**src/rtl/mdu_pkg.sv**
```systemverilog
package mdu_pkg;
    typedef enum logic [1:0] {
        ST_IDLE,
        ST_MUL,
        ST_DIV
    } mdu_state_e;

    localparam int OP_DIV_BIT    = 1;
    localparam int OP_SIGNED_BIT = 0;
endpackage

```
**src/rtl/mdu_ctrl.sv**
```systemverilog
module mdu_ctrl
    import mdu_pkg::*;
#(
    parameter int W        = 32,
    parameter int MUL_BITS = 4
) (
    input  logic clk,
    input  logic rst_n,
    input  logic start,
    input  logic start_div,
    output logic busy,
    output logic mul_run,
    output logic div_run,
    output logic mul_last,
    output logic div_last
);
    localparam int MUL_CYC = W / MUL_BITS;
    localparam int DIV_CYC = W;
    localparam int CW      = $clog2(DIV_CYC);

    mdu_state_e      state, state_n;
    logic [CW-1:0]   cnt, cnt_n;

    // next state and step budget
    always_comb begin
        state_n = state;
        cnt_n   = cnt;
        unique case (state)
            ST_IDLE: begin
                if (start) begin
                    state_n = start_div ? ST_DIV : ST_MUL;
                    cnt_n   = start_div ? CW'(DIV_CYC - 1) : CW'(MUL_CYC - 1);
                end
            end
            ST_MUL, ST_DIV: begin
                if (cnt == '0) state_n = ST_IDLE;
                else           cnt_n   = cnt - 1'b1;
            end
            default: state_n = ST_IDLE;
        endcase
    end

    // state register
    always_ff @(posedge clk or negedge rst_n) begin
        if (!rst_n) begin
            state <= ST_IDLE;
            cnt   <= '0;
        end else begin
            state <= state_n;
            cnt   <= cnt_n;
        end
    end

    // outputs
    always_comb begin
        busy     = 1'b0;
        mul_run  = 1'b0;
        div_run  = 1'b0;
        mul_last = 1'b0;
        div_last = 1'b0;
        unique case (state)
            ST_IDLE: ;
            ST_MUL: begin
                busy     = 1'b1;
                mul_run  = 1'b1;
                mul_last = (cnt == '0);
            end
            ST_DIV: begin
                busy     = 1'b1;
                div_run  = 1'b1;
                div_last = (cnt == '0);
            end
            default: ;
        endcase
    end

    // a running operation keeps its state until its budget is spent
    a_r7_run_hold: assert property (@(posedge clk) disable iff (!rst_n)
        (state != ST_IDLE && cnt != '0) |=> (state == $past(state)));

    // a multiply launch loads the multiply budget
    a_r2_mul_budget: assert property (@(posedge clk) disable iff (!rst_n)
        (state == ST_IDLE && start && !start_div) |=>
            (state == ST_MUL && cnt == CW'(MUL_CYC - 1)));

    // a divide launch loads the divide budget
    a_r3_div_budget: assert property (@(posedge clk) disable iff (!rst_n)
        (state == ST_IDLE && start && start_div) |=>
            (state == ST_DIV && cnt == CW'(DIV_CYC - 1)));
endmodule

```
**src/rtl/mdu_mul.sv**
```systemverilog
module mdu_mul #(
    parameter int W    = 32,
    parameter int BITS = 4
) (
    input  logic           clk,
    input  logic           rst_n,
    input  logic           load,
    input  logic           step,
    input  logic           is_signed,
    input  logic [W-1:0]   a,
    input  logic [W-1:0]   b,
    output logic [2*W-1:0] result
);
    logic [2*W-1:0] acc, mc, sum_n;
    logic [W-1:0]   mp, mag_a, mag_b;
    logic           neg;

    always_comb begin
        mag_a  = (is_signed && a[W-1]) ? (~a + 1'b1) : a;
        mag_b  = (is_signed && b[W-1]) ? (~b + 1'b1) : b;
        sum_n  = acc + mc * {{(2*W-BITS){1'b0}}, mp[BITS-1:0]};
        result = neg ? (~sum_n + 1'b1) : sum_n;
    end

    always_ff @(posedge clk or negedge rst_n) begin
        if (!rst_n) begin
            acc <= '0;
            mc  <= '0;
            mp  <= '0;
            neg <= 1'b0;
        end else if (load) begin
            acc <= '0;
            mc  <= {{W{1'b0}}, mag_a};
            mp  <= mag_b;
            neg <= is_signed & (a[W-1] ^ b[W-1]);
        end else if (step) begin
            acc <= sum_n;
            mc  <= mc << BITS;
            mp  <= mp >> BITS;
        end
    end
endmodule

```
**src/rtl/mdu_div.sv**
```systemverilog
module mdu_div #(
    parameter int W = 32
) (
    input  logic         clk,
    input  logic         rst_n,
    input  logic         load,
    input  logic         step,
    input  logic         is_signed,
    input  logic [W-1:0] a,
    input  logic [W-1:0] b,
    output logic [W-1:0] quot,
    output logic [W-1:0] rem
);
    logic [W-1:0] r_q, q_q, dvs, dvd_orig, mag_a, mag_b, rem_n, quo_n;
    logic [W:0]   shifted, diff;
    logic         take, neg_q, neg_r, by_zero;

    always_comb begin
        mag_a   = (is_signed && a[W-1]) ? (~a + 1'b1) : a;
        mag_b   = (is_signed && b[W-1]) ? (~b + 1'b1) : b;
        shifted = {r_q, q_q[W-1]};
        diff    = shifted - {1'b0, dvs};
        take    = ~diff[W];
        rem_n   = take ? diff[W-1:0] : shifted[W-1:0];
        quo_n   = {q_q[W-2:0], take};
        quot    = by_zero ? {W{1'b1}} : (neg_q ? (~quo_n + 1'b1) : quo_n);
        rem     = by_zero ? dvd_orig  : (neg_r ? (~rem_n + 1'b1) : rem_n);
    end

    always_ff @(posedge clk or negedge rst_n) begin
        if (!rst_n) begin
            r_q      <= '0;
            q_q      <= '0;
            dvs      <= '0;
            dvd_orig <= '0;
            neg_q    <= 1'b0;
            neg_r    <= 1'b0;
            by_zero  <= 1'b0;
        end else if (load) begin
            r_q      <= '0;
            q_q      <= mag_a;
            dvs      <= mag_b;
            dvd_orig <= a;
            neg_q    <= is_signed & (a[W-1] ^ b[W-1]);
            neg_r    <= is_signed & a[W-1];
            by_zero  <= (b == '0);
        end else if (step) begin
            r_q <= rem_n;
            q_q <= quo_n;
        end
    end
endmodule

```
**src/rtl/mdu_interlock.sv**
```systemverilog
module mdu_interlock
    import mdu_pkg::*;
#(
    parameter int W        = 32,
    parameter int MUL_BITS = 4
) (
    input  logic         clk,
    input  logic         rst_n,
    input  logic         issue_valid,
    input  logic [1:0]   issue_op,
    input  logic [W-1:0] issue_a,
    input  logic [W-1:0] issue_b,
    input  logic         rd_req,
    input  logic         rd_sel,
    output logic         stall,
    output logic         busy,
    output logic [W-1:0] rd_data
);
    logic           launch, mul_run, div_run, mul_last, div_last;
    logic [2*W-1:0] prod;
    logic [W-1:0]   quot, rem, hi_q, lo_q;

    assign launch  = issue_valid && !busy;
    assign stall   = busy && (rd_req || issue_valid);
    assign rd_data = rd_sel ? hi_q : lo_q;

    mdu_ctrl #(.W(W), .MUL_BITS(MUL_BITS)) u_ctrl (
        .clk      (clk),
        .rst_n    (rst_n),
        .start    (launch),
        .start_div(issue_op[OP_DIV_BIT]),
        .busy     (busy),
        .mul_run  (mul_run),
        .div_run  (div_run),
        .mul_last (mul_last),
        .div_last (div_last)
    );

    mdu_mul #(.W(W), .BITS(MUL_BITS)) u_mul (
        .clk      (clk),
        .rst_n    (rst_n),
        .load     (launch && !issue_op[OP_DIV_BIT]),
        .step     (mul_run),
        .is_signed(issue_op[OP_SIGNED_BIT]),
        .a        (issue_a),
        .b        (issue_b),
        .result   (prod)
    );

    mdu_div #(.W(W)) u_div (
        .clk      (clk),
        .rst_n    (rst_n),
        .load     (launch && issue_op[OP_DIV_BIT]),
        .step     (div_run),
        .is_signed(issue_op[OP_SIGNED_BIT]),
        .a        (issue_a),
        .b        (issue_b),
        .quot     (quot),
        .rem      (rem)
    );

    always_ff @(posedge clk or negedge rst_n) begin
        if (!rst_n) begin
            hi_q <= '0;
            lo_q <= '0;
        end else if (mul_last) begin
            hi_q <= prod[2*W-1:W];
            lo_q <= prod[W-1:0];
        end else if (div_last) begin
            hi_q <= rem;
            lo_q <= quot;
        end
    end

    // an accepted launch makes the unit busy on the next cycle
    a_r1_launch_busy: assert property (@(posedge clk) disable iff (!rst_n)
        (issue_valid && !busy) |=> busy);

    // result registers move only on the edge where busy falls
    a_r8_hilo_quiet: assert property (@(posedge clk) disable iff (!rst_n)
        (!$stable(hi_q) || !$stable(lo_q)) |-> $fell(busy));

    // no stall in the cycle after completion
    a_r6_release: assert property (@(posedge clk) disable iff (!rst_n)
        $fell(busy) |-> !stall);
endmodule

```
**config.mk**
```make
export PLATFORM = sky130hd
export DESIGN_NAME = mdu_interlock
export DESIGN_NICKNAME = d
export VERILOG_FILES = /design/src/rtl/mdu_pkg.sv /design/src/rtl/mdu_ctrl.sv /design/src/rtl/mdu_mul.sv /design/src/rtl/mdu_div.sv /design/src/rtl/mdu_interlock.sv
export SDC_FILE = /design/constraint.sdc
export NUM_CORES = 2
export LEC_CHECK = 0
export BUFFER_PORTS_ARGS = -buffer_cell sky130_fd_sc_hd__buf_2
export CAP_MARGIN = 20
export CORE_MARGIN = 1
export CORE_UTILIZATION = 48
export DETAILED_ROUTE_END_ITERATION = 16
export PLACE_DENSITY_LB_ADDON = 0.15
export SYNTH_ARGS = -nofsm -noshare
export SYNTH_HDL_FRONTEND = slang
export SYNTH_SLANG_ARGS = --single-unit
```
**constraint.sdc**
```tcl
create_clock -name clk -period 7.1 [get_ports clk]
set_input_delay 0.71 -clock clk [delete_from_list [all_inputs] [get_ports clk]]
set_output_delay 0.71 -clock clk [all_outputs]
set_load 0.05 [all_outputs]
```
==> qor.yml <==
clock_tree:
  cts_tree: "done"
  path_clk_slew_ns: 0.06
  postCtsHoldBufs: 0
  clk_path_buf_depth: 3
  clk_latency_ns: 0.64
  htreeDepth: 2
  cts-root-buf: "clkbuf_16"
  cts_buffers: 46
  cts.sinks: 363
final_layout:
  area_delta_synth_final_pct: 9.38
  final_layout_size_suffix_gt1_share_pct: 8.52
  fillers: 6560
  final_cells: 4952
  num-nets-final: 4344
worst_setup_path:
  slowest_delay_ns: 0.74
  cp.required_ns: 7.57
  path_common_cell: "fa_1"
  crit_arrival_ns: 7.31
  cp-start-kind: "register"
  end_kind: "register"
  critPathMaxFanout: 62
  cp_cell_sequence: "buf_12 > and2_1 > fa_1 > fa_1 > inv_1 > fa_1 > inv_1 > ha_1 > a21oi_1 > o21ai_0 > nor2_1 > nor4b_1 > a21bo_2 > xor2_1 > or2_1 > or4b_4 > or2_1 > or4_1 > mux2i_1 > o211ai_1"
  crit_type: "reg -> reg"
  crit_path_top_delay_cell: "o21ai_0"
timing:
  fin_ws_ns: 0.256
  finalCritPeriodShare_pct: 96.4
  hold_viol: 0
  fmax_ghz: 0.146
  final.setup.tns_ns: 0
  finalSetupViolations: 0
  rsz0062_at_grt: "no"
  slew_violations: 0
  skew_ns: 0.0435
  fin_crit_ns: 6.84
  worstMarginPinSlew_ns: 1.16
  max_slew_margin_pct: 22.4
logic_synthesis:
  synth_top_area_cell: "dfrtp_1"
  synth_seq_area_share_pct: 27.2
  synth_edf_count: 0
  synth_top_area_share_pct: 27.2
  avgSynthCellArea_um2: 8.39
  synthesis.instances: 3979
  synth_flop_cell: "dfrtp_1"
  ys_warn_count: 0
  synthTopCellsByArea: "dfrtp_1 (27%), fa_1 (11%), and2_1 (4.8%)"
  synth.most_common_cell: "nand2_1"
  synth-seq-cells: 363
  syn_nets: 4343
  yosysUniqueCellTypes: 99
  synth_area_um2: 33400
  synthArstFlopShare_pct: 100
  synth_common_cells: "nand2_1 (380), dfrtp_1 (363), inv_1 (343)"
global_route:
  grt_pass1_vias: 28100
  grt_pass1_wl_um: 170000
  grt-ovfl-total: 0
  grt_usage_pct: 31.1
  grt_antenna_before_repair: 6
  grt_max_degree: 207
placement:
  hpwl_um: 84300
  place_inst: 4863
  port_buffers: 104
  gp_congestion: 1.02
  pre_cts_slack_ns: 0.355
die:
  die_h_um: 266
  num_rows: 96
  die_w_um: 266
  die_area_um2: 70600
  start_util_pct: 48.6
  io_pins: 105
  coreArea_um2: 68700
run_status:
  status: "complete, no violations"
drt:
  drt_wl_total_um: 110000
  vias: 29400
  firstDrtPassIters: 8
  vias_per_cell: 5.93
  antenna_left: 0
  drt_iter0_drc: 3092
  drc: 0
  wire_per_inst_um: 22.1
run:
  maxCapViolCount: 0
min_path:
  hold_path.class: "in -> async"
## state kept, by name (all words and copies together) (netlist names)
name / flops
hi_q: 32
lo_q: 32
u_ctrl.cnt: 5
u_ctrl.state: 2
u_div.by_zero: 1
u_div.dvd_orig: 32
u_div.dvs: 32
u_div.neg_q: 1
u_div.neg_r: 1
u_div.q_q: 32
u_div.r_q: 32
u_mul.acc: 64
u_mul.mc: 64
u_mul.mp: 32
u_mul.neg: 1
## worst max-delay path: cells and delay by family, from the launching register on
| kind | cells | cell delay (ns) |
|---|---|---|
| fa+ha+maj | 4 | 2.00 |
| compound gates | 4 | 1.25 |
| simple gates | 7 | 2.43 |
| mux | 1 | 0.20 |
| xor+xnor | 1 | 0.10 |
| buf+inv | 3 | 0.27 |
| flops | 1 | 0.39 |
## metrics by stage
stage / area, um2 / hold slack [ns] / util [%]
finish: 36500 / 0.0973 / 53.1
global route: 36500 / 0.205 / 53.1
CTS: 36500 / 0.176 / 53.1
detailed placement: 34900 / 0.464 / 50.8
global placement: 34900 / 0.455 / 50.8
floorplan: 33400 / 0.414 / -
## final timing paths
kind	startpoint	to	slack, ns	cells past startpoint
setup / recovery	u_mul.mp[3]	hi_q[31]	0.26	20
setup reg to reg	u_mul.mp[3]	hi_q[31]	0.26	20
max in group asynchronous	rst_n	u_mul.mp[0]	5.39	2
min in group clk	issue_a[17]	u_div.dvd_orig[17]	0.37	3
hold reg to reg	u_div.dvs[16]	u_div.dvs[16]	0.48	2
hold / removal	rst_n	u_div.q_q[12]	0.1	1
## kinds of logic after synthesis
group	Yosys count	share of synthesized area, %
buf+inv	571	6.53
mux	165	5.08
flops	363	27.2
fa+ha+maj	293	15.1
compound gates	998	19.3
simple gates	1346	20.4
xor+xnor	243	6.38
## per-layer routing
layer  up-vias  track usage [%]  part of all wire, %
met5         -                0                0.021
met1     14500             45.7                   46
li1      13800                -                    -
met2       994             47.2                   43
met3       149             5.79                  7.9
met4         4             7.50                  2.5
## layout by cell type (no fill, tap or decap), types with 136 or more instances in the layout
cell type,count
o21ai_0,194
a211oi_1,136
and2_1,255
nand2_1,379
a21oi_1,292
inv_1,343
dfrtp_1,362
nor2_1,291
xnor2_1,145
fa_1,183
## cell type report
type | instances | area [um2] | area share [%]
Sequential cell | 363 | 9080 | 24.9
Tap cell | 931 | 1160 | 3.19
Timing Repair Buffer | 179 | 1170 | 3.20
Antenna cell | 5 | 12.5 | 0.0343
Clock buffer | 62 | 1280 | 3.51
Multi-Input combinational cell | 3045 | 22200 | 60.8
Clock inverter | 22 | 315 | 0.864
Inverter | 345 | 1290 | 3.55
## repair_timing
| action | in CTS | in global routing |
|---|---|---|
| resized for setup | 0 | 2 |
| buffers inserted | 0 | 0 |
| setup endpoints to repair | 0 | 6 |
Power is not shown: default switching activity piles up to over one toggle a cycle in this logic, so the estimate is an artifact.
